### config.mk
export PLATFORM = sky130hd
export DESIGN_NAME = rob_core
export DESIGN_NICKNAME = d
export VERILOG_FILES = /design/src/rtl/rob_pkg.sv /design/src/rtl/rob_ptrs.sv /design/src/rtl/rob_entries.sv /design/src/rtl/rob_retire.sv /design/src/rtl/rob_core.sv
export SDC_FILE = /design/constraint.sdc
export NUM_CORES = 1
export LEC_CHECK = 0
export BUFFER_PORTS_ARGS = -buffer_cell sky130_fd_sc_hd__buf_4
export CAP_MARGIN = 30
export CORE_MARGIN = 2
export CORE_UTILIZATION = 59
export DETAILED_ROUTE_END_ITERATION = 16
export GPL_TIMING_DRIVEN = 0
export PLACE_DENSITY_LB_ADDON = 0.05
export SYNTH_ARGS = -nofsm -noshare
export SYNTH_HDL_FRONTEND = slang
export SYNTH_SLANG_ARGS = --single-unit
export TNS_END_PERCENT = 10
### constraint.sdc
create_clock -name clk -period 6.7 [get_ports clk]
set_input_delay 1.34 -clock clk [delete_from_list [all_inputs] [get_ports clk]]
set_output_delay 1.34 -clock clk [all_outputs]
set_load 0.02 [all_outputs]
### src/rtl/rob_pkg.sv
package rob_pkg;

  typedef enum logic [1:0] {
    KIND_REG    = 2'd0,
    KIND_STORE  = 2'd1,
    KIND_BRANCH = 2'd2,
    KIND_RSVD   = 2'd3
  } rob_kind_e;

endpackage

### src/rtl/rob_ptrs.sv
// Head/tail pointers and occupancy counter of the circular buffer.
module rob_ptrs #(
  parameter int DEPTH = 8,
  parameter int TAG_W = $clog2(DEPTH),
  parameter int CNT_W = $clog2(DEPTH + 1)
) (
  input  logic             clk,
  input  logic             rst,
  input  logic             alloc,
  input  logic             commit,
  input  logic             flush,
  output logic [TAG_W-1:0] head,
  output logic [TAG_W-1:0] tail,
  output logic [CNT_W-1:0] count,
  output logic             full
);

  function automatic logic [TAG_W-1:0] bump(input logic [TAG_W-1:0] p);
    return (p == TAG_W'(DEPTH - 1)) ? '0 : p + 1'b1;
  endfunction

  always_ff @(posedge clk) begin
    if (rst) begin
      head  <= '0;
      tail  <= '0;
      count <= '0;
    end else if (flush) begin
      // the mispredicted branch itself retires; everything younger is gone
      head  <= bump(head);
      tail  <= bump(head);
      count <= '0;
    end else begin
      if (commit) head <= bump(head);
      if (alloc)  tail <= bump(tail);
      case ({alloc, commit})
        2'b10:   count <= count + 1'b1;
        2'b01:   count <= count - 1'b1;
        default: count <= count;
      endcase
    end
  end

  assign full = (count == CNT_W'(DEPTH));

endmodule

### src/rtl/rob_entries.sv
// Entry storage: state bits in flops, payload in plain arrays.
module rob_entries
  import rob_pkg::*;
#(
  parameter int DEPTH  = 8,
  parameter int TAG_W  = $clog2(DEPTH),
  parameter int DATA_W = 32,
  parameter int ADDR_W = 32,
  parameter int REG_W  = 5,
  parameter int NLK    = 2
) (
  input  logic                  clk,
  input  logic                  rst,
  input  logic                  alloc,
  input  logic [TAG_W-1:0]      alloc_idx,
  input  rob_kind_e             alloc_kind,
  input  logic [REG_W-1:0]      alloc_dest,
  input  logic                  alloc_pred,
  input  logic [ADDR_W-1:0]     alloc_addr,
  input  logic                  bc_valid,
  input  logic [TAG_W-1:0]      bc_tag,
  input  logic [DATA_W-1:0]     bc_value,
  input  logic                  bc_taken,
  input  logic                  retire,
  input  logic                  flush,
  input  logic [TAG_W-1:0]      head_idx,
  input  logic [NLK*TAG_W-1:0]  lk_tag,
  output logic [NLK-1:0]        lk_ready,
  output logic [NLK*DATA_W-1:0] lk_value,
  output logic                  hd_valid,
  output logic                  hd_ready,
  output rob_kind_e             hd_kind,
  output logic [REG_W-1:0]      hd_dest,
  output logic [ADDR_W-1:0]     hd_addr,
  output logic [DATA_W-1:0]     hd_value,
  output logic                  hd_mispred
);

  logic [DEPTH-1:0]  vld_q;
  logic [DEPTH-1:0]  rdy_q;
  logic [DEPTH-1:0]  pred_q;
  logic [DEPTH-1:0]  taken_q;
  rob_kind_e         kind_q [DEPTH];
  logic [REG_W-1:0]  dest_q [DEPTH];
  logic [ADDR_W-1:0] addr_q [DEPTH];
  logic [DATA_W-1:0] val_q  [DEPTH];

  logic bc_hit;
  assign bc_hit = bc_valid & vld_q[bc_tag];

  // state bits: cleared as a whole on flush
  always_ff @(posedge clk) begin
    if (rst || flush) begin
      vld_q <= '0;
      rdy_q <= '0;
    end else begin
      if (retire) vld_q[head_idx] <= 1'b0;
      if (bc_hit) rdy_q[bc_tag]   <= 1'b1;
      if (alloc) begin
        vld_q[alloc_idx] <= 1'b1;
        rdy_q[alloc_idx] <= 1'b0;
      end
    end
  end

  // payload: no reset, single write per array per port
  always_ff @(posedge clk) begin
    if (alloc) begin
      kind_q[alloc_idx] <= alloc_kind;
      dest_q[alloc_idx] <= alloc_dest;
      addr_q[alloc_idx] <= alloc_addr;
      pred_q[alloc_idx] <= alloc_pred;
    end
    if (bc_hit) begin
      val_q[bc_tag]   <= bc_value;
      taken_q[bc_tag] <= bc_taken;
    end
  end

  generate
    for (genvar g = 0; g < NLK; g++) begin : g_lookup
      logic [TAG_W-1:0] t;
      assign t = lk_tag[g*TAG_W +: TAG_W];
      assign lk_ready[g] = vld_q[t] & rdy_q[t];
      assign lk_value[g*DATA_W +: DATA_W] = val_q[t];
    end
  endgenerate

  assign hd_valid   = vld_q[head_idx];
  assign hd_ready   = rdy_q[head_idx];
  assign hd_kind    = kind_q[head_idx];
  assign hd_dest    = dest_q[head_idx];
  assign hd_addr    = addr_q[head_idx];
  assign hd_value   = val_q[head_idx];
  assign hd_mispred = pred_q[head_idx] ^ taken_q[head_idx];

endmodule

### src/rtl/rob_retire.sv
// Retirement decision at the head and registered commit interfaces.
module rob_retire
  import rob_pkg::*;
#(
  parameter int DATA_W = 32,
  parameter int ADDR_W = 32,
  parameter int REG_W  = 5
) (
  input  logic              clk,
  input  logic              rst,
  input  logic              hd_valid,
  input  logic              hd_ready,
  input  rob_kind_e         hd_kind,
  input  logic [REG_W-1:0]  hd_dest,
  input  logic [ADDR_W-1:0] hd_addr,
  input  logic [DATA_W-1:0] hd_value,
  input  logic              hd_mispred,
  output logic              retire,
  output logic              flush,
  output logic              rf_we,
  output logic [REG_W-1:0]  rf_waddr,
  output logic [DATA_W-1:0] rf_wdata,
  output logic              mem_we,
  output logic [ADDR_W-1:0] mem_addr,
  output logic [DATA_W-1:0] mem_wdata,
  output logic              redirect_valid,
  output logic [ADDR_W-1:0] redirect_pc
);

  assign retire = hd_valid & hd_ready;
  assign flush  = retire & (hd_kind == KIND_BRANCH) & hd_mispred;

  always_ff @(posedge clk) begin
    if (rst) begin
      rf_we          <= 1'b0;
      rf_waddr       <= '0;
      rf_wdata       <= '0;
      mem_we         <= 1'b0;
      mem_addr       <= '0;
      mem_wdata      <= '0;
      redirect_valid <= 1'b0;
      redirect_pc    <= '0;
    end else begin
      rf_we          <= retire & (hd_kind == KIND_REG);
      rf_waddr       <= hd_dest;
      rf_wdata       <= hd_value;
      mem_we         <= retire & (hd_kind == KIND_STORE);
      mem_addr       <= hd_addr;
      mem_wdata      <= hd_value;
      redirect_valid <= flush;
      redirect_pc    <= hd_value[ADDR_W-1:0];
    end
  end

endmodule

### src/rtl/rob_core.sv
module rob_core
  import rob_pkg::*;
#(
  parameter int DEPTH  = 8,
  parameter int DATA_W = 32,
  parameter int ADDR_W = 32,
  parameter int REG_W  = 5,
  parameter int NLK    = 2,
  parameter int TAG_W  = $clog2(DEPTH),
  parameter int CNT_W  = $clog2(DEPTH + 1)
) (
  input  logic                  clk,
  input  logic                  rst,
  input  logic                  issue_valid,
  input  logic [1:0]            issue_kind,
  input  logic [REG_W-1:0]      issue_dest,
  input  logic                  issue_pred_taken,
  input  logic [ADDR_W-1:0]     issue_addr,
  output logic                  rob_full,
  output logic [TAG_W-1:0]      issue_tag,
  output logic [CNT_W-1:0]      rob_count,
  input  logic                  res_valid,
  input  logic [TAG_W-1:0]      res_tag,
  input  logic [DATA_W-1:0]     res_value,
  input  logic                  res_taken,
  input  logic [NLK*TAG_W-1:0]  lk_tag,
  output logic [NLK-1:0]        lk_ready,
  output logic [NLK*DATA_W-1:0] lk_value,
  output logic                  rf_we,
  output logic [REG_W-1:0]      rf_waddr,
  output logic [DATA_W-1:0]     rf_wdata,
  output logic                  mem_we,
  output logic [ADDR_W-1:0]     mem_addr,
  output logic [DATA_W-1:0]     mem_wdata,
  output logic                  redirect_valid,
  output logic [ADDR_W-1:0]     redirect_pc
);

  logic             alloc;
  logic             retire;
  logic             flush;
  logic [TAG_W-1:0] head;
  logic [TAG_W-1:0] tail;

  logic              hd_valid;
  logic              hd_ready;
  rob_kind_e         hd_kind;
  logic [REG_W-1:0]  hd_dest;
  logic [ADDR_W-1:0] hd_addr;
  logic [DATA_W-1:0] hd_value;
  logic              hd_mispred;

  // issue is dropped while full or while the buffer is being emptied
  assign alloc     = issue_valid & ~rob_full & ~flush;
  assign issue_tag = tail;

  rob_ptrs #(
    .DEPTH(DEPTH), .TAG_W(TAG_W), .CNT_W(CNT_W)
  ) u_ptrs (
    .clk    (clk),
    .rst    (rst),
    .alloc  (alloc),
    .commit (retire),
    .flush  (flush),
    .head   (head),
    .tail   (tail),
    .count  (rob_count),
    .full   (rob_full)
  );

  rob_entries #(
    .DEPTH(DEPTH), .TAG_W(TAG_W), .DATA_W(DATA_W),
    .ADDR_W(ADDR_W), .REG_W(REG_W), .NLK(NLK)
  ) u_entries (
    .clk        (clk),
    .rst        (rst),
    .alloc      (alloc),
    .alloc_idx  (tail),
    .alloc_kind (rob_kind_e'(issue_kind)),
    .alloc_dest (issue_dest),
    .alloc_pred (issue_pred_taken),
    .alloc_addr (issue_addr),
    .bc_valid   (res_valid),
    .bc_tag     (res_tag),
    .bc_value   (res_value),
    .bc_taken   (res_taken),
    .retire     (retire),
    .flush      (flush),
    .head_idx   (head),
    .lk_tag     (lk_tag),
    .lk_ready   (lk_ready),
    .lk_value   (lk_value),
    .hd_valid   (hd_valid),
    .hd_ready   (hd_ready),
    .hd_kind    (hd_kind),
    .hd_dest    (hd_dest),
    .hd_addr    (hd_addr),
    .hd_value   (hd_value),
    .hd_mispred (hd_mispred)
  );

  rob_retire #(
    .DATA_W(DATA_W), .ADDR_W(ADDR_W), .REG_W(REG_W)
  ) u_retire (
    .clk            (clk),
    .rst            (rst),
    .hd_valid       (hd_valid),
    .hd_ready       (hd_ready),
    .hd_kind        (hd_kind),
    .hd_dest        (hd_dest),
    .hd_addr        (hd_addr),
    .hd_value       (hd_value),
    .hd_mispred     (hd_mispred),
    .retire         (retire),
    .flush          (flush),
    .rf_we          (rf_we),
    .rf_waddr       (rf_waddr),
    .rf_wdata       (rf_wdata),
    .mem_we         (mem_we),
    .mem_addr       (mem_addr),
    .mem_wdata      (mem_wdata),
    .redirect_valid (redirect_valid),
    .redirect_pc    (redirect_pc)
  );

endmodule

# Word-level counts from Yosys, hierarchy flattened
# Memory sizes are Yosys's and may differ from the RTL's. A register that Yosys moved wholly into a read port is not among the register bits.
# Index checks and enable logic that the tools add are counted.
# word_totals
register_bits	45
mem_bits_rw	568
inputBits	86
n_memories	4
# classes
add_sub_neg	4
order_cmp	8
eq_ne	7
n_mux	45
bitwise_logic	19
reduce_logical	9
# mem_list
name	words	word_bits	rd	rd_clocked_by_memory_dff	write_ports	line_no	source
u_entries.addr_q	8	32	1	1	1	rob_entries.sv:45	logic [ADDR_W-1:0] addr_q [DEPTH];
u_entries.val_q	8	32	3	1	1	rob_entries.sv:46	logic [DATA_W-1:0] val_q [DEPTH];
u_entries.dest_q	8	5	1	1	1	rob_entries.sv:44	logic [REG_W-1:0] dest_q [DEPTH];
u_entries.kind_q	8	2	1	1	1	rob_entries.sv:43	rob_kind_e kind_q [DEPTH];
# ops
operator	count
8-bit 2-to-1 mux	6
1-bit binary-select mux with 3-bit select	9
3-bit 2-to-1 mux	8
3-bit by 4-bit < comparator with 1-bit output (second input constant)	5
8-bit AND	2
8-bit bitwise mux	2
1-bit 2-to-1 mux	16
8-bit inverter	2
8-bit OR	2
1-bit AND	10
1-bit demux with 3-bit select	3
3-bit by 1-bit greater-or-equal comparator with 1-bit output (second input constant)	3
4-bit case mux with 2 select lines	1
3-bit by 1-bit adder with 3-bit output (second input constant)	2
3-bit equality test (second input constant)	2
2-bit nonzero test	3
4-bit by 1-bit adder with 4-bit output (second input constant)	1
2-bit by 1-bit equality test with 1-bit output (second input constant)	2
2-bit equality test (second input constant)	2
4-bit equality test (second input constant)	1
4-bit by 1-bit subtractor with 4-bit output (second input constant)	1
1-bit logical AND	3
2-bit logical NOT	1
1-bit inverter	2
other kinds (3)	3

# Logic depth before layout (Yosys ltp)
# Gate-level depths: netlist of the first run.
# depth
word_depth	10
mapped_depth	16
ltp_nobuf	13

# Modules after synthesis
# From an unflattened synthesis of the first run, not the netlist that was laid out.
# hier_totals
cells_unflattened	1494
hier_area_um2	29908.7
# by_module_without_submodules
module	n_inst	cells_per_inst	area_each_um2
rob_entries	1	1207	26839.5
rob_retire	1	220	2469.9
rob_ptrs	1	66	586.8
rob_core	1	1	12.5

# Worst setup path after synthesis of the first run
# OpenSTA, ideal clock, no wires.
# synth_timing
path_type	input port to flip-flop
from	input res_tag[1]
to	register u_entries.taken_q[4] (enable)
setup_ns	0.466
arrival_time_ns	4.677
setup_slack_ns	1.557
cell_stages	5
path_buffers	1
path_cell_list	buf_6 -> or3b_2 -> a21oi_1 -> o311ai_0 -> nor3_1
# synth_via
elab_chain_len	3
# synth_lines
item	line_no	source
from (decl)	rob_core.sv:23	input logic [TAG_W-1:0] res_tag,
1-bit binary-select mux with 3-bit select	rob_entries.sv:49	assign bc_hit = bc_valid & vld_q[bc_tag];
1-bit 2-to-1 mux (not written as such)	rob_entries.sv:49	
1-bit AND	rob_entries.sv:49	
to (signal, indexed assignment)	rob_entries.sv:76	taken_q[bc_tag] <= bc_taken;
to (decl)	rob_entries.sv:42	logic [DEPTH-1:0] taken_q;
# Every way passes these cells. The select of a mux whose other input is x is not followed.
# A chain may end at the register's enable or synchronous reset.

# Final worst setup path of the first run
# layout_timing
from	input lk_tag[0]
to	output lk_value[18]
# layout_via
elab_chain_len	1
# layout_lines
item	line_no	source
from (decl)	rob_core.sv:26	input logic [NLK*TAG_W-1:0] lk_tag,
memory read 8 x 32 bit	-	
to (decl)	rob_core.sv:28	output logic [NLK*DATA_W-1:0] lk_value,
# Every way passes these cells.

==> impl_metrics.yaml, run 1 <==
logic_synthesis:
  yosysWarnings: 0
  synth.avg_cell_area_um2: 17.62
  synth_nets: 1699
  synth_seq_cells: 685
  async_flop_share_pct: 0
  synth_edf_count: 584
  synthFlopType: "edfxtp_1"
  seq_area_frac_synth_pct: 69.10
  netlist_area_um2: 28300
  ys_types: 53
  synthTopCellsByArea: "edfxtp_1 62%, mux4_2 11%, dfxtp_1 7.1%, a22oi_1 3.7%, mux2_2 2.7%"
  synth.largest_area_cell: "edfxtp_1"
  synthCells: 1606
  synth_top_area_share_pct: 61.96
power_and_ir_drop:
  ir_drop_mv: 0.2346
  p_leak_uw: 0.01174
  pwr_density_cell_nw_per_um2: 269.6
setup_path:
  crit_path_max_fanout: 10
  rr_startpoint: "u_ptrs.head[0]"
  critical_path_class: "in2out"
  end_kind: "output port"
  slowest_stage: "mux4_2"
  cp-start-kind: "input port"
  crit_path_cell_trace: "clkbuf_1, buf_2, buf_2, mux4_2, mux2_2, buf_4"
  reg2reg_to: "u_ptrs.count[2]"
  required_ns: 5.36
  worstPathArrival_ns: 3.67
  reg2reg_slack_ns: 3.25
  reg2regPathDepth: 16
  max_stage_delay_ns: 0.58
  crit_top_cell: "buf_2"
routing:
  drt-initial-drc-count: 2566
  wl_per_cell_um: 32.29
  ant_nets: 0
  met1_length_um: 30340
  wl_um: 86570
  num_vias: 18370
  wl_met3_um: 10590
  first_pass_iters: 6
  routed-wl-met2_um: 40370
  drc_errors: 0
  routed.top_layer: "met5"
  vias_per_cell: 6.852
die:
  row_count: 80
  die_x_um: 223.0
  ioPinCount: 296
  fp.dieH_um: 223.0
  core_um2: 47550
  fp.dieArea_um2: 49740
  initial_core_util_pct: 59.53
flow_run:
  drv_cap: 0
layout:
  final_cell_area_um2: 34200
  drive_above_1_share_pct: 37.43
  instances_no_fill: 2681
  fillers: 2969
  area_growth_pct: 20.84
  multi_input_area_um2: 7810
  seqCellArea_um2: 19560
  nets: 2095
placed_design:
  dp_hpwl_um: 57080
  dp_slack_ns: 1.701
  place_congestion: 0.9042
  placedCellCount: 2543
  postPlaceCellArea_um2: 31920
  numPortBuffers: 286
clocking:
  post_cts_buffers: 0
  cts_tree: "done"
  clk_latency_ns: 0.62
  cts_root_buf: "clkbuf_16"
  ctsResizeCount: 0
  clk_pin_slew_ns: 0.05
  htreeDepth: 3
  cts_buffers: 70
  clock_path_buffers: 3
  hold_buffers: 0
  cts_sinks: 685
global_route:
  grt_max_degree: 26
  grt_pass1_wl_um: 122100
  antenna_found_initial: 5
  grt_overflow: 0
  grt_pass1_vias: 18040
  track_usage_pct: 34.82
timing:
  setup_viol: 0
  worst_slack_ns: 1.690
  slew_headroom_pct: 25.38
  period_share_pct: 74.77
  tightestPinTransition_ns: 1.119
  fin_crit_ns: 5.010
  finalSetupTns_ns: 0
  finClkSkew_ns: 0.02978
  max_freq_mhz: 199.6
  hold_violations: 0
  slew_viol_final: 0
  rsz0062_at_grt: "no"
run_status:
  outcome: "finished, final reports clean"
worst_hold_path:
  min_path_cells: 2
  holdPathEnd: "u_entries.vld_q[4]"
  min_path_type: "reg2reg"
  hold_start: "u_entries.vld_q[4]"
worst max-delay path: cells and delay by family:
family | cells | cell delay [ns]
buffers and inverters | 4 | 1.42
multiplexers | 2 | 0.91
per-layer routing:
| metal | up-vias | global-route usage [%] |
|---|---|---|
| met2 | 1435 | 53.66 |
| met5 | - | 0 |
| met1 | 9134 | 45.41 |
| li1 | 7499 | - |
| met4 | 2 | 20.55 |
| met3 | 301 | 8.837 |
stage by stage:
step | utilization, % | hold WS [ns] | total power, uW
3_5_place_dp | 67.13 | 0.4985 | 5472
5_1_grt | 71.91 | 0.5272 | 9448
3_3_place_gp | 65.67 | 0.4999 | 5450
6_report | 71.94 | 0.5130 | 9222
4_1_cts | 71.85 | 0.5060 | 9244
2_1_floorplan | - | 0.4629 | 5168
registers in the layout (all words and copies together) (netlist names), 3 cells and up, named ones only:
name,cells
u_ptrs.count,4
u_entries.taken_q,8
u_entries.val_q,256
u_entries.kind_q,16
u_retire.mem_addr,32
u_ptrs.head,3
u_entries.pred_q,8
u_retire.rf_wdata,32
u_entries.vld_q,8
u_entries.addr_q,256
u_entries.rdy_q,8
u_entries.dest_q,40
u_retire.rf_waddr,5
u_ptrs.tail,3
cell families (layout without fill, tap and decap cells):
group | count (synthesis) | after routing | share of synthesized area [%]
DFF | 685 | 685 | 69.10
and+or+nand+nor | 103 | 103 | 1.941
adders and majority gates | 7 | 7 | 0.3094
xor gates and xnor gates | 7 | 7 | 0.2166
AOI/OAI and AO/OA | 397 | 397 | 10.64
muxes | 216 | 216 | 14.08
other | 0 | 6 | 0
buffers and inverters | 191 | 645 | 3.713
area by class of cell:
type                    count  area share, %
plain buffers             184          2.996
diodes                      6        0.04390
inverters                   7        0.07682
clock inverters            20         0.6658
flip-flops and latches    685          57.18
well taps                 615          2.250
clock buffers             110          5.893
multi-input cells         730          22.83
repair buffers            324          8.059
placed cells by master, fill, tap and decap left out, types with 5 or more instances in the layout:
| cell | n |
|---|---|
| buf_8 | 11 |
| mux4_2 | 139 |
| buf_12 | 13 |
| clkinv_2 | 6 |
| a21oi_1 | 15 |
| clkbuf_8 | 5 |
| edfxtp_1 | 584 |
| nand3_1 | 10 |
| mux2i_1 | 9 |
| nor2b_1 | 7 |
| dfxtp_1 | 101 |
| nor2_1 | 22 |
| buf_6 | 13 |
| buf_1 | 15 |
| buf_2 | 46 |
| a22oi_1 | 138 |
| nand2_1 | 21 |
| clkbuf_16 | 73 |
| clkbuf_1 | 84 |
| a221oi_1 | 69 |
| inv_6 | 5 |
| a31oi_1 | 69 |
| o21ai_0 | 19 |
| a22o_1 | 69 |
| mux2_2 | 68 |
| inv_1 | 7 |
| nor2_4 | 15 |
| o211ai_1 | 6 |
| ha_1 | 7 |
| diode_2 | 6 |
| buf_4 | 356 |
worst max path at each step:
stage / start / end / cells after the start
final: lk_tag[0] / lk_value[18] / 6
after global routing: lk_tag[0] / lk_value[18] / 6
after CTS: lk_tag[0] / lk_value[18] / 6
after detailed placement: lk_tag[0] / lk_value[18] / 6
after global placement: res_tag[1] / u_entries.rdy_q[4] / 7
after floorplan: res_tag[1] / u_entries.taken_q[4] / 5
report_power, final:
part           internal (uW)  switching, uW  total (uW)
combinational            282            369         651
sequential              4700           32.4        4740
clock                   2230           1600        3830
total                   7220           2000        9220
Yosys cell counts, types with 6 or more instances:
master,number
nor2_1,36
a221oi_1,69
mux4_2,139
dfxtp_1,101
ha_1,7
o211ai_1,6
inv_1,7
mux2i_1,9
buf_4,70
a21oi_1,15
mux2_2,68
a31oi_1,69
o21ai_0,19
nor2b_1,7
edfxtp_1,584
buf_1,15
clkbuf_1,52
buf_2,45
a22o_1,69
a22oi_1,138
nand2_1,21
nand3_1,10
(Power assumes the default switching activity.)
==> run 2, diff against run 1 <==
--- a/config.mk
+++ b/config.mk
@@ -8,7 +8,7 @@
 export BUFFER_PORTS_ARGS = -buffer_cell sky130_fd_sc_hd__buf_4
 export CAP_MARGIN = 30
 export CORE_MARGIN = 2
-export CORE_UTILIZATION = 59
+export CORE_UTILIZATION = 53
 export DETAILED_ROUTE_END_ITERATION = 16
 export GPL_TIMING_DRIVEN = 0
 export PLACE_DENSITY_LB_ADDON = 0.05
==> constraint.sdc (replaced) <==
create_clock -name clk -period 4.5 [get_ports clk]
set_input_delay 0.9 -clock clk [delete_from_list [all_inputs] [get_ports clk]]
set_output_delay 0.9 -clock clk [all_outputs]
set_load 0.02 [all_outputs]
==> impl_metrics.yaml, run 2 (synthesized netlist as in run 1, its figures left out) <==
global_route:
  grt_overflow: 0
  grt_max_degree: 26
  grt_pass1_wl_um: 125200
  track_usage_pct: 31.86
  grt_pass1_vias: 17960
  antenna_found_initial: 5
layout:
  drive_above_1_share_pct: 37.56
  area_growth_pct: 21.92
  fillers: 3704
  reg_top3: "u_entries.addr_q x256, u_entries.val_q x256, u_entries.dest_q x40"
  final_cell_mix: "584 x edfxtp_1, 356 x buf_4, 139 x mux4_2"
  nets: 2101
  instances_no_fill: 2757
  final_cell_area_um2: 34510
  layout_commonest_cell: "edfxtp_1"
setup_path:
  cp-start-kind: "input port"
  crit_top_cell: "buf_2"
  crit_path_cell_trace: "clkbuf_1, buf_2, buf_2, mux4_2, mux2_2, buf_4"
  critical_path_class: "in2out"
  max_stage_delay_ns: 0.57
  end_kind: "output port"
  required_ns: 3.60
  path_buf_inv: 4
  critPathTopFamily: "buffers and inverters"
  slowest_stage: "mux4_2"
  worstPathArrival_ns: 3.28
  crit_path_max_fanout: 10
clocking:
  clock_path_buffers: 3
  cts_tree: "done"
  cts_root_buf: "clkbuf_16"
  post_cts_buffers: 0
  cts_sinks: 685
  hold_buffers: 0
  cts_buffers: 72
  htreeDepth: 3
  clk_latency_ns: 0.61
  ctsResizeCount: 0
  clk_pin_slew_ns: 0.06
timing:
  tightestPinTransition_ns: 1.084
  hold_violations: 0
  period_share_pct: 92.96
  rsz0062_at_grt: "no"
  worst_slack_ns: 0.3170
  slew_headroom_pct: 27.73
  setup_viol: 0
  max_freq_mhz: 239.1
  finClkSkew_ns: 0.02530
  slew_viol_final: 0
  fin_crit_ns: 4.183
routing:
  vias_per_cell: 6.596
  wl_um: 89360
  drt-initial-drc-count: 2431
  ant_nets: 0
  num_vias: 18190
  first_pass_iters: 5
  wl_per_cell_um: 32.41
  drc_errors: 0
power_and_ir_drop:
  pwr_density_cell_nw_per_um2: 403.6
  ir_drop_mv: 0.3345
  p_leak_uw: 0.01185
die:
  fp.dieArea_um2: 55270
  ioPinCount: 296
  row_count: 84
  core_um2: 52660
  die_x_um: 235.1
  fp.dieH_um: 235.1
  initial_core_util_pct: 53.75
placed_design:
  dp_hpwl_um: 59440
  postPlaceCellArea_um2: 32150
  place_congestion: 0.8619
  placedCellCount: 2620
  numPortBuffers: 286
  dp_slack_ns: 0.3323
run_status:
  outcome: "finished, final reports clean"
flow_run:
  drv_cap: 0
worst_hold_path:
  min_path_type: "in2reg"
[run 2: cell count changes in the layout (fill, tap and decap cells not counted), sizes merged]
cell,change
bufinv,+2
clkinv,+12
clkinvlp,-3
inv,-3
buf,+4
diode,-3
clkbuf,-6
[run 2: worst paths after layout]
| path | endpoint | cells past startpoint | start | slack [ns] |
|---|---|---|---|---|
| setup / recovery | lk_value[52] | 6 | lk_tag[3] | 0.32 |
| hold / removal | u_entries.val_q[2][29] | 1 | res_value[29] | 0.51 |
| setup reg to reg | u_retire.rf_wdata[29] | 9 | u_ptrs.head[2] | 1.01 |
| hold reg to reg | u_entries.vld_q[0] | 2 | u_entries.vld_q[0] | 0.53 |
[run 2: layout make-up]
type / count / area (um2) / share of cell area (%)
repair buffers: 328 / 2888 / 8.368
diodes: 3 / 7.507 / 0.02175
inverters: 7 / 26.28 / 0.07614
clock inverters: 28 / 302.8 / 0.8774
well taps: 688 / 860.8 / 2.494
flip-flops and latches: 685 / 19560 / 56.68
plain buffers: 184 / 1025 / 2.969
clock buffers: 104 / 2024 / 5.866
multi-input cells: 730 / 7816 / 22.65
[run 2: stage by stage]
stage / hold slack (ns) / total power, uW / util [%] / TNS, ns
4_1_cts: 0.4873 / 13950 / 65.47 / 0
3_5_place_dp: 0.5110 / 8160 / 61.05 / 0
6_report: 0.5135 / 13930 / 65.54 / 0
2_1_floorplan: 0.4629 / 7695 / - / -3.250
3_3_place_gp: 0.5039 / 8127 / 59.48 / -793.14
5_1_grt: 0.5120 / 14250 / 65.53 / 0
[run 2: where the power goes]
| part | switching, uW | internal (uW) | total, uW | leakage, uW |
|---|---|---|---|---|
| clock | 2420 | 3480 | 5900 | 0.00113 |
| sequential | 48.0 | 7010 | 7050 | 0.00612 |
| combinational | 554 | 421 | 975 | 0.00460 |
[run 2: routing by layer]
layer  up-vias  global-route usage (%)  routed length (um)
met5         -                       0                  37
met4         6                   14.88                4289
met3       240                   6.696                9539
met2      1237                   50.70               42100
met1      9198                   42.45               33400
li1       7505                       -                   -
